## src/rtl/pmc_pkg.sv

```systemverilog
package pmc_pkg;
   typedef enum logic [2:0] {
      ST_RUN, ST_SLEEP, ST_IDLE, ST_OST, ST_PLL, ST_SRC, ST_CSD
   } pmc_state_e;

   localparam logic [1:0] SEL_PRI = 2'b00;
   localparam logic [1:0] SEL_SEC = 2'b01;

   function automatic logic [2:0] src_onehot(input logic [1:0] sel);
      if (sel[1])      return 3'b100;
      else if (sel[0]) return 3'b010;
      else             return 3'b001;
   endfunction
endpackage

```

## src/rtl/pmc_cfg_reg.sv

```systemverilog
module pmc_cfg_reg #(
   parameter int SEL_W = 2
) (
   input  logic             clk,
   input  logic             rst_n,
   input  logic             we,
   input  logic             idle_d,
   input  logic [SEL_W-1:0] sel_d,
   output logic             idle_q,
   output logic [SEL_W-1:0] sel_q
);
   always_ff @(posedge clk or negedge rst_n) begin
      if (!rst_n) begin
         idle_q <= 1'b0;
         sel_q  <= '0;
      end else if (we) begin
         idle_q <= idle_d;
         sel_q  <= sel_d;
      end
   end

   AST_CFG_HOLD: assert property (@(posedge clk) disable iff (!rst_n)
      !we |=> ($stable(idle_q) && $stable(sel_q)));
endmodule

```

## src/rtl/pmc_delay_cnt.sv

```systemverilog
module pmc_delay_cnt #(
   parameter int CW = 4
) (
   input  logic          clk,
   input  logic          rst_n,
   input  logic          clr,
   input  logic [CW-1:0] limit,
   output logic          done
);
   logic [CW-1:0] cnt;

   assign done = (cnt == limit - CW'(1));

   always_ff @(posedge clk or negedge rst_n) begin
      if (!rst_n)     cnt <= '0;
      else if (clr)   cnt <= '0;
      else if (!done) cnt <= cnt + CW'(1);
   end

   AST_CNT_BOUND: assert property (@(posedge clk) disable iff (!rst_n)
      !clr |-> (cnt < limit));
endmodule

```

## src/rtl/pwr_mode_ctrl.sv

```systemverilog
module pwr_mode_ctrl
   import pmc_pkg::*;
#(
   parameter int OST_CYCLES  = 1024,
   parameter int PLL_CYCLES  = 4096,
   parameter int CSD_CYCLES  = 16,
   parameter bit HAS_PLL     = 1'b1,
   parameter bit FALLBACK_EN = 1'b1
) (
   input  logic       clk,
   input  logic       rst_n,
   input  logic       sleep_req,
   input  logic       irq_wake,
   input  logic       wdt_wake,
   input  logic       cfg_we,
   input  logic       cfg_idle_en,
   input  logic [1:0] cfg_clk_sel,
   input  logic       pll_mode,
   input  logic       two_speed_en,
   input  logic       fscm_en,
   input  logic       wdt_en,
   input  logic       t1osc_en,
   output logic       idle_en_q,
   output logic [1:0] clk_sel_q,
   output logic       cpu_clk_en,
   output logic       per_clk_en,
   output logic       pri_osc_en,
   output logic       int_osc_en,
   output logic       sec_osc_en,
   output logic       lfrc_en,
   output logic [2:0] clk_sts,
   output logic       osc_ready
);
   localparam int MAX_A = (OST_CYCLES > PLL_CYCLES) ? OST_CYCLES : PLL_CYCLES;
   localparam int MAX_C = (MAX_A > CSD_CYCLES) ? MAX_A : CSD_CYCLES;
   localparam int CW    = $clog2(MAX_C + 1);

   if (OST_CYCLES < 1) begin : g_bad_ost
      $error("OST_CYCLES must be at least 1");
   end
   if (PLL_CYCLES < 1) begin : g_bad_pll
      $error("PLL_CYCLES must be at least 1");
   end
   if (CSD_CYCLES < 1) begin : g_bad_csd
      $error("CSD_CYCLES must be at least 1");
   end

   logic pll_on, fb_on;
   if (HAS_PLL) begin : g_pll
      assign pll_on = pll_mode;
   end else begin : g_no_pll
      assign pll_on = 1'b0;
   end
   if (FALLBACK_EN) begin : g_fb
      assign fb_on = two_speed_en | fscm_en;
   end else begin : g_no_fb
      assign fb_on = 1'b0;
   end

   pmc_state_e    state, nxt;
   logic          wake, done, clr, pri_wait;
   logic [CW-1:0] limit;

   assign wake     = irq_wake | wdt_wake;
   assign pri_wait = (state == ST_OST) || (state == ST_PLL);

   pmc_cfg_reg #(.SEL_W(2)) i_cfg (
      .clk(clk), .rst_n(rst_n), .we(cfg_we), .idle_d(cfg_idle_en),
      .sel_d(cfg_clk_sel), .idle_q(idle_en_q), .sel_q(clk_sel_q)
   );

   always_comb begin
      case (state)
         ST_OST:  limit = CW'(OST_CYCLES);
         ST_PLL:  limit = CW'(PLL_CYCLES);
         default: limit = CW'(CSD_CYCLES);
      endcase
   end

   assign clr = (nxt != state) || (state == ST_RUN) ||
                (state == ST_SLEEP) || (state == ST_IDLE);

   pmc_delay_cnt #(.CW(CW)) i_cnt (
      .clk(clk), .rst_n(rst_n), .clr(clr), .limit(limit), .done(done)
   );

   always_comb begin
      nxt = state;
      case (state)
         ST_RUN:   if (sleep_req && !wake) nxt = idle_en_q ? ST_IDLE : ST_SLEEP;
         ST_SLEEP: if (wake) nxt = (clk_sel_q == SEL_PRI) ? ST_OST : ST_SRC;
         ST_IDLE:  if (wake) nxt = ST_CSD;
         ST_OST:   if (done) nxt = pll_on ? ST_PLL : ST_RUN;
         ST_PLL:   if (done) nxt = ST_RUN;
         ST_SRC:   if (done) nxt = ST_RUN;
         ST_CSD:   if (done) nxt = ST_RUN;
         default:  nxt = ST_RUN;
      endcase
   end

   always_ff @(posedge clk or negedge rst_n) begin
      if (!rst_n) begin
         state     <= ST_OST;
         clk_sts   <= 3'b000;
         osc_ready <= 1'b0;
      end else begin
         state <= nxt;
         if (state == ST_RUN && nxt == ST_SLEEP) begin
            clk_sts   <= 3'b000;
            osc_ready <= 1'b0;
         end else if (pri_wait && nxt == ST_RUN) begin
            clk_sts   <= 3'b001;
            osc_ready <= 1'b1;
         end else if (nxt == ST_OST || nxt == ST_PLL) begin
            clk_sts   <= fb_on ? 3'b100 : 3'b000;
         end else if (state == ST_SRC && nxt == ST_RUN) begin
            clk_sts   <= src_onehot(clk_sel_q);
         end
      end
   end

   always_comb begin
      cpu_clk_en = 1'b0;
      per_clk_en = 1'b0;
      case (state)
         ST_RUN:          begin cpu_clk_en = 1'b1;  per_clk_en = 1'b1;  end
         ST_IDLE, ST_CSD: begin cpu_clk_en = 1'b0;  per_clk_en = 1'b1;  end
         ST_OST, ST_PLL:  begin cpu_clk_en = fb_on; per_clk_en = fb_on; end
         default:         begin cpu_clk_en = 1'b0;  per_clk_en = 1'b0;  end
      endcase
   end

   assign pri_osc_en = pri_wait || (state != ST_SLEEP && clk_sel_q == SEL_PRI);
   assign int_osc_en = (state != ST_SLEEP && clk_sel_q[1]) || (pri_wait && fb_on);
   assign sec_osc_en = t1osc_en || (state != ST_SLEEP && clk_sel_q == SEL_SEC);
   assign lfrc_en    = wdt_en || int_osc_en;

   AST_SLEEP_ENTRY: assert property (@(posedge clk) disable iff (!rst_n)
      (state == ST_RUN && sleep_req && !wake && !idle_en_q) |=>
      (!cpu_clk_en && !per_clk_en && !pri_osc_en && clk_sts == 3'b000 && !osc_ready));
   AST_IDLE_ENTRY: assert property (@(posedge clk) disable iff (!rst_n)
      (state == ST_RUN && sleep_req && !wake && idle_en_q) |=>
      (!cpu_clk_en && per_clk_en && $stable(clk_sts) && $stable(osc_ready)));
   AST_ONLY_WAKE_EXITS: assert property (@(posedge clk) disable iff (!rst_n)
      ((state == ST_SLEEP || state == ST_IDLE) && !wake) |=> $stable(state));
   AST_ABORT_ENTRY: assert property (@(posedge clk) disable iff (!rst_n)
      (state == ST_RUN && sleep_req && wake) |=> cpu_clk_en);
   AST_READY_STATUS: assert property (@(posedge clk) disable iff (!rst_n)
      $rose(osc_ready) |-> (clk_sts == 3'b001 && cpu_clk_en));
endmodule

```

## config.mk

```make
export PLATFORM = sky130hd
export DESIGN_NAME = pwr_mode_ctrl
export DESIGN_NICKNAME = d
export VERILOG_FILES = /design/src/rtl/pmc_pkg.sv /design/src/rtl/pmc_cfg_reg.sv /design/src/rtl/pmc_delay_cnt.sv /design/src/rtl/pwr_mode_ctrl.sv
export SDC_FILE = /design/constraint.sdc
export NUM_CORES = 1
export LEC_CHECK = 0
export CORE_AREA = 2 2 67 82
export DETAILED_ROUTE_END_ITERATION = 12
export DIE_AREA = 0 0 69 84
export PLACE_DENSITY = 0.64
export SETUP_SLACK_MARGIN = 0.15
export SKIP_LAST_GASP = 1
export SLEW_MARGIN = 20
export SYNTH_ARGS = -nofsm -noshare
export SYNTH_HDL_FRONTEND = slang
export SYNTH_HIERARCHICAL = 1
export SYNTH_SLANG_ARGS = --single-unit
```

## constraint.sdc

```tcl
create_clock -name clk -period 4.13 [get_ports clk]
set_input_delay 0.826 -clock clk [delete_from_list [all_inputs] [get_ports clk]]
set_output_delay 0.826 -clock clk [all_outputs]
set_load 0.02 [all_outputs]
```

# Yosys cells after proc, flatten, opt, wreduce, memory -nomap -nowiden
# Index checks and enable logic that the tools add are counted.
[word_totals] ff_bits=23 input_bits=14 output_inout_bits=13 elab_cells=73
[classes] addsub=2 n_eq_ne=14 n_mux=23 n_bitwise=2 n_reduce_logical=26
[op_table] cell="3-bit two-way mux" n=13
[op_table] cell="13-bit two-way mux" n=2
[op_table] cell="13-bit one-hot mux with 2 select lines" n=1
[op_table] cell="3-bit one-hot mux with 5 select lines" n=1
[op_table] cell="13-bit by 1-bit adder with 13-bit output (second input constant)" n=1
[op_table] cell="13-bit == test" n=1
[op_table] cell="13-bit by 1-bit subtractor with 13-bit output (second input constant)" n=1
[op_table] cell="3-bit == test (second input constant)" n=4
[op_table] cell="3-bit by 2-bit == test with 1-bit output (second input constant)" n=3
[op_table] cell="1-bit logical OR" n=9
[op_table] cell="1-bit logical AND" n=8
[op_table] cell="3-bit by 1-bit == test with 1-bit output (second input constant)" n=2
[op_table] cell="3-bit logical NOT" n=2
[op_table] cell="3-bit OR reduction" n=2
[op_table] cell="2-bit two-way mux" n=2
[op_table] cell="1-bit one-hot mux with 2 select lines" n=2
[op_table] cell="4-bit nonzero test" n=1
[op_table] cell="3-bit by 1-bit != test with 1-bit output (second input constant)" n=1
[op_table] cell="3-bit != test" n=1
[op_table] cell="2-bit by 1-bit == test with 1-bit output (second input constant)" n=1
[op_table] cell="2-bit logical NOT" n=1
[op_table] cell="1-bit two-way mux" n=2
[op_table] cell="2-bit by 1-bit != test with 1-bit output (second input constant)" n=1
[op_table] cell="1-bit OR" n=2
[op_table] cell="other kinds (3)" n=3

# Longest topological paths before layout
[logic_depth] word_depth=12 mapped_depth=16 ltp_nobuf=12

# Cells and area by module
# Netlist, hierarchy kept.
[modules_own_cells] module="pmc_delay_cnt" instances=1 cells_each=138 area_per_inst_um2=1173.6 seq_area_each_um2=325.3
[modules_own_cells] module="pwr_mode_ctrl" instances=1 cells_each=81 area_per_inst_um2=666.9 seq_area_each_um2=177.7
[modules_own_cells] module="pmc_cfg_reg" instances=1 cells_each=6 area_per_inst_um2=108.9 seq_area_each_um2=75.1

# Worst setup path before layout
# No wires, ideal clock.
[synth_path] path_kind="register to register" startpoint="register state[0]" endpoint="register clk_sts[2]" setup_ps=111 t_arrival_ps=3529 required_time_ps=4019 slack_ps=490 stages_incl_launch_ff=16 n_path_buf=3 synth_period_minus_slack_ps=3640 path_cell_list="dfstp_2 -> buf_2 -> nor3b_1 -> nor2_1 -> nor3_1 -> nand3_1 -> xnor2_1 -> nor4_1 -> and3_4 -> buf_8 -> buf_12 -> maj3_1 -> o32ai_1 -> nor3_1 -> a211oi_1 -> a2111oi_2"
[synth_between] elab_chain_len=11 word_cells_on_any_way=30 classes_between="add/sub: 1; eq/ne: 10; mux: 10; reduce/logical: 9"
[synth_rtl] element="start, declared" line_no="pwr_mode_ctrl.sv:60" rtl="pmc_state_e state, nxt;"
[synth_rtl] element="start signal, assigned" line_no="pwr_mode_ctrl.sv:107" rtl="state <= nxt;"
[synth_rtl] element="3-bit == test or 3-bit by 2-bit == test with 1-bit output (tied branches)" line_no="pwr_mode_ctrl.sv:73" rtl="case (state)"
[synth_rtl] element="13-bit one-hot mux with 2 select lines *" line_no="pwr_mode_ctrl.sv:73"
[synth_rtl] element="named net limit[12]" line_no="pwr_mode_ctrl.sv:62" rtl="logic [CW-1:0] limit;"
[synth_rtl] element="13-bit by 1-bit subtractor with 13-bit output *" line_no="pmc_delay_cnt.sv:12" rtl="assign done = (cnt == limit - CW'(1));"
[synth_rtl] element="13-bit == test *" line_no="pmc_delay_cnt.sv:12"
[synth_rtl] element="named net done" line_no="pwr_mode_ctrl.sv:61" rtl="logic wake, done, clr, pri_wait;"
[synth_rtl] element="3-bit two-way mux, on equally long branches"
[synth_rtl] element="3-bit one-hot mux with 5 select lines *" line_no="pwr_mode_ctrl.sv:89" rtl="case (state)"
[synth_rtl] element="3-bit by 2-bit == test with 1-bit output or 3-bit == test (tied branches)" line_no="pwr_mode_ctrl.sv:114" rtl="end else if (nxt == ST_OST || nxt == ST_PLL) begin"
[synth_rtl] element="1-bit logical OR" line_no="pwr_mode_ctrl.sv:114"
[synth_rtl] element="3-bit two-way mux" line_no="pwr_mode_ctrl.sv:114"
[synth_rtl] element="3-bit two-way mux" line_no="pwr_mode_ctrl.sv:111" rtl="end else if (pri_wait && nxt == ST_RUN) begin"
[synth_rtl] element="3-bit two-way mux" line_no="pwr_mode_ctrl.sv:108" rtl="if (state == ST_RUN && nxt == ST_SLEEP) begin"
[synth_rtl] element="end signal, assigned" line_no="pwr_mode_ctrl.sv:115" rtl="clk_sts <= fb_on ? 3'b100 : 3'b000;"
[synth_rtl] element="end signal, assigned" line_no="pwr_mode_ctrl.sv:117" rtl="clk_sts <= src_onehot(clk_sel_q);"
[synth_rtl] element="end, declared" line_no="pwr_mode_ctrl.sv:31" rtl="output logic [2:0] clk_sts,"
# Mark *: on every way through the listed nets, which the timed path passes. The rest lies on a longest branch.
# A chain may end at the register's enable or synchronous reset.

# Worst setup path in the final report
# Ends and elaborated chain as after synthesis.

==> impl_metrics.env <==
export IMPL_vias_per_cell=5.02
export IMPL_path_class="reg -> reg"
export IMPL_p_leak_nw=0.967
export IMPL_cpPeakStageDelay_ps=690
export IMPL_crit_path_end_kind="flip-flop"
export IMPL_gr_total_overflow=0
export IMPL_timing_final_ws_setup_ps=525
export IMPL_synth_edf_count=0
export IMPL_num_io_pins=27
export IMPL_yosysMostFrequentCell="dfrtp_1"
export IMPL_postRouteAntennaNets=0
export IMPL_postLayoutCellArea_sq_um=2450
export IMPL_min_period_ps=3610
export IMPL_dp_final_hpwl_um=3580
export IMPL_yosys_top_cells_count="dfrtp_1 (21), nor2_1 (15), a21oi_1 (14), nand2_1 (11), or3_1 (11)"
export IMPL_grt_pass1_vias=1827
export IMPL_placed_cell_area_sq_um=2390
export IMPL_path_clk_slew_ps=90
export IMPL_synthCells=225
export IMPL_p_switching_uw=523
export IMPL_fin_skew_ps=3.49
export IMPL_syn_avg_cell_area_sq_um=8.66
export IMPL_clk_insertion_delay_late_ps=280
export IMPL_fillCellCount=521
export IMPL_layout_drive_gt1_share_pct=12.8
export IMPL_combPwrFrac_pct=56.6
export IMPL_dieWidth_um=69
export IMPL_status="completed"
export IMPL_synth_mux_area_share_pct=3.53
export IMPL_grt_antenna_before_repair=0
export IMPL_yosys_area_share_simple_pct=28.9
export IMPL_post_route_period_util_pct=87.3
export IMPL_slew_headroom_pct=64.7
export IMPL_finalSetupViolations=0
export IMPL_cp_slowest_cell="dfstp_2"
export IMPL_yosysSeqAreaShare_pct=29.7
export IMPL_dr_first_iter_drc_count=83
export IMPL_clkSinkCount=23
export IMPL_hold_viol=0
export IMPL_synthArstFlopShare_pct=100
export IMPL_firstDrtPassIters=4
export IMPL_crit_chain="nor3b_1 -> nor2_1 -> xor2_1 -> mux2i_1 -> o22a_1 -> nor4_2 -> and3_4 -> maj3_1 -> o32ai_1 -> nor3_2 -> a211oi_1 -> a2111oi_2"
export IMPL_initial_core_util_pct=38.4
export IMPL_hp_class="in -> async"
export IMPL_cp_max_fo=15
export IMPL_synth_xor_area_share_pct=7.19
export IMPL_synth_top_family_by_area="simple AND/OR/NAND/NOR gates"
export IMPL_ctsHoldBuffers=0
export IMPL_layout_nets=307
export IMPL_cts_max_level=1
export IMPL_cts_tree="done"
export IMPL_whs_ps=509
export IMPL_rsz0062_at_grt="false"
export IMPL_path_buf_inv=0
export IMPL_portBuffers=26
export IMPL_yosys_top_cells_area="dfrtp_1 (27%), xnor2_1 (4.0%), a21oi_1 (3.6%), or3_1 (3.5%), xor2_1 (3.1%)"
export IMPL_die_area_sq_um=5800
export IMPL_cts_resized=0
export IMPL_path_delay_family="simple AND/OR/NAND/NOR gates"
export IMPL_grt_pass1_wl_um=8340
export IMPL_synth_adder_area_share_pct=2.82
export IMPL_core_area_sq_um=5080
export IMPL_power_density_nw_per_um2=478
export IMPL_cts_root_buf="clkbuf_8"
export IMPL_die_h_um=84
export IMPL_rows=29
export IMPL_power_frac_clock_pct=13.2
export IMPL_clockBufferDepth=2
export IMPL_drv_cap=0
export IMPL_peakVddDrop_uv=329
export IMPL_seqPwrFrac_pct=30.1
export IMPL_grt_max_degree=24
export IMPL_numCtsBuffers=3
export IMPL_synth_main_ff_cell="dfrtp_1"
export IMPL_crit_arrival_ps=3790
export IMPL_wl_um=4590
export IMPL_finalMaxSlewViolations=0
export IMPL_required_ps=4310
export IMPL_grt_total_usage_pct=17.4
export IMPL_ys_ff_latch=23
export IMPL_wl_per_cell_um=13.0
export IMPL_preCtsSetupSlack_ps=357
export IMPL_yosys_warnings=6
export IMPL_final_setup_tns_ps=0
export IMPL_synth_compound_area_share_pct=21.2
export IMPL_ys_types=63
export IMPL_antenna_cells=0
export IMPL_synth_top_cell_area_share_pct=27.0
export IMPL_fmax_ghz=0.277
export IMPL_total_power_mw=1.17
export IMPL_swShare_pct=44.7
export IMPL_cts_setup_buffers=0
export IMPL_p_int_uw=647
export IMPL_synth_top_area_cell="dfrtp_1"
export IMPL_area_growth_pct=25.6
export IMPL_gp_congestion=0.858
export IMPL_max_slew_worst_pin_slew_ps=529
export IMPL_vias=1766
export IMPL_drc=0
export IMPL_syn_area_sq_um=1950
export IMPL_cp_start_kind="flip-flop"
per-stage QoR:
stage,std cells,utilization (%)
after floorplan,266,-
final,352,48.2
after global placement,348,47.1
after global routing,352,48.2
after detailed placement,348,47.1
after CTS,352,48.1
sequential cells by signal (all words and copies together), names as in the netlist:
name / cells
i_cnt/cnt: 13
clk_sts: 3
state: 3
i_cfg/sel_q: 2
i_cfg/idle_q: 1
osc_ready: 1
per-layer routing:
layer  GRT usage, %  routed length (um)
met1           21.6                1970
met2           30.9                2350
met3           1.33                 172
met4           6.95                  92
met5              0                   0
area by class of cell:
type	count	area, sq um	share of cell area, %
multi-input cells	221	1410	57.6
flip-flops and latches	23	578	23.6
repair buffers	31	293	12.0
well taps	62	77.6	3.17
clock buffers	3	41.3	1.69
inverters	11	41.3	1.69
clock inverters	1	7.51	0.307
worst paths after layout:
kind                           endpoint       from  cells after the start  slack (ps)
max in group asynchronous      state[1]      rst_n                      1        3260
hold reg to reg               osc_ready  osc_ready                      1         510
setup reg to reg             clk_sts[2]   state[0]                     12         520
hold / removal             i_cnt/cnt[0]      rst_n                      1         510
setup / recovery             clk_sts[2]   state[0]                     12         520
min in group clk              osc_ready  osc_ready                      1         510
cell usage in the layout (no fill, tap or decap), types with 4 or more instances in the layout:
| cell type | netlist | routed |
|---|---|---|
| a21oi_1 | 14 | 14 |
| buf_4 | 1 | 5 |
| clkdlybuf4s50_1 | 0 | 25 |
| conb_1 | 1 | 42 |
| dfrtp_1 | 21 | 21 |
| inv_1 | 10 | 10 |
| nand2_1 | 11 | 11 |
| nand2b_1 | 4 | 4 |
| nand3_1 | 9 | 9 |
| nand4_1 | 4 | 4 |
| nor2_1 | 15 | 15 |
| nor2b_1 | 6 | 6 |
| nor3_1 | 6 | 5 |
| nor4_1 | 5 | 4 |
| o21ai_0 | 5 | 5 |
| o21ai_1 | 5 | 5 |
| or2_2 | 6 | 6 |
| or3_1 | 11 | 11 |
| xnor2_1 | 9 | 9 |
| xor2_1 | 7 | 7 |
power groups by stage:
stage / sequential, mW / clock, mW / combinational, mW
finish: 0.353 / 0.155 / 0.663
global route: 0.365 / 0.169 / 0.738
CTS: 0.352 / 0.158 / 0.659
detailed placement: 0.355 / 0 / 0.655
global placement: 0.355 / 0 / 0.655
floorplan: 0.333 / 0 / 0.473
worst register-to-register path, cell delays in order, from the launching register on:
cell and delay, ps:
dfstp_2 690, nor3b_1 130, nor2_1 400, xor2_1 280, mux2i_1 110, o22a_1 200
nor4_2 360, and3_4 290, maj3_1 180, o32ai_1 130, nor3_2 310, a211oi_1 140
a2111oi_2 280
logic make-up (layout without fill, tap and decap cells):
group                    Yosys count  count (layout)
AO/OA/AOI/OAI                     56              56
buffers and inverters             22              46
adder cells (fa/ha/maj)            5               5
XOR/XNOR                          16              16
other                              1              42
multiplexers                       6               6
AND/OR/NAND/NOR                   96              96
flip-flops                        23              23
(Power assumes the default switching activity.)
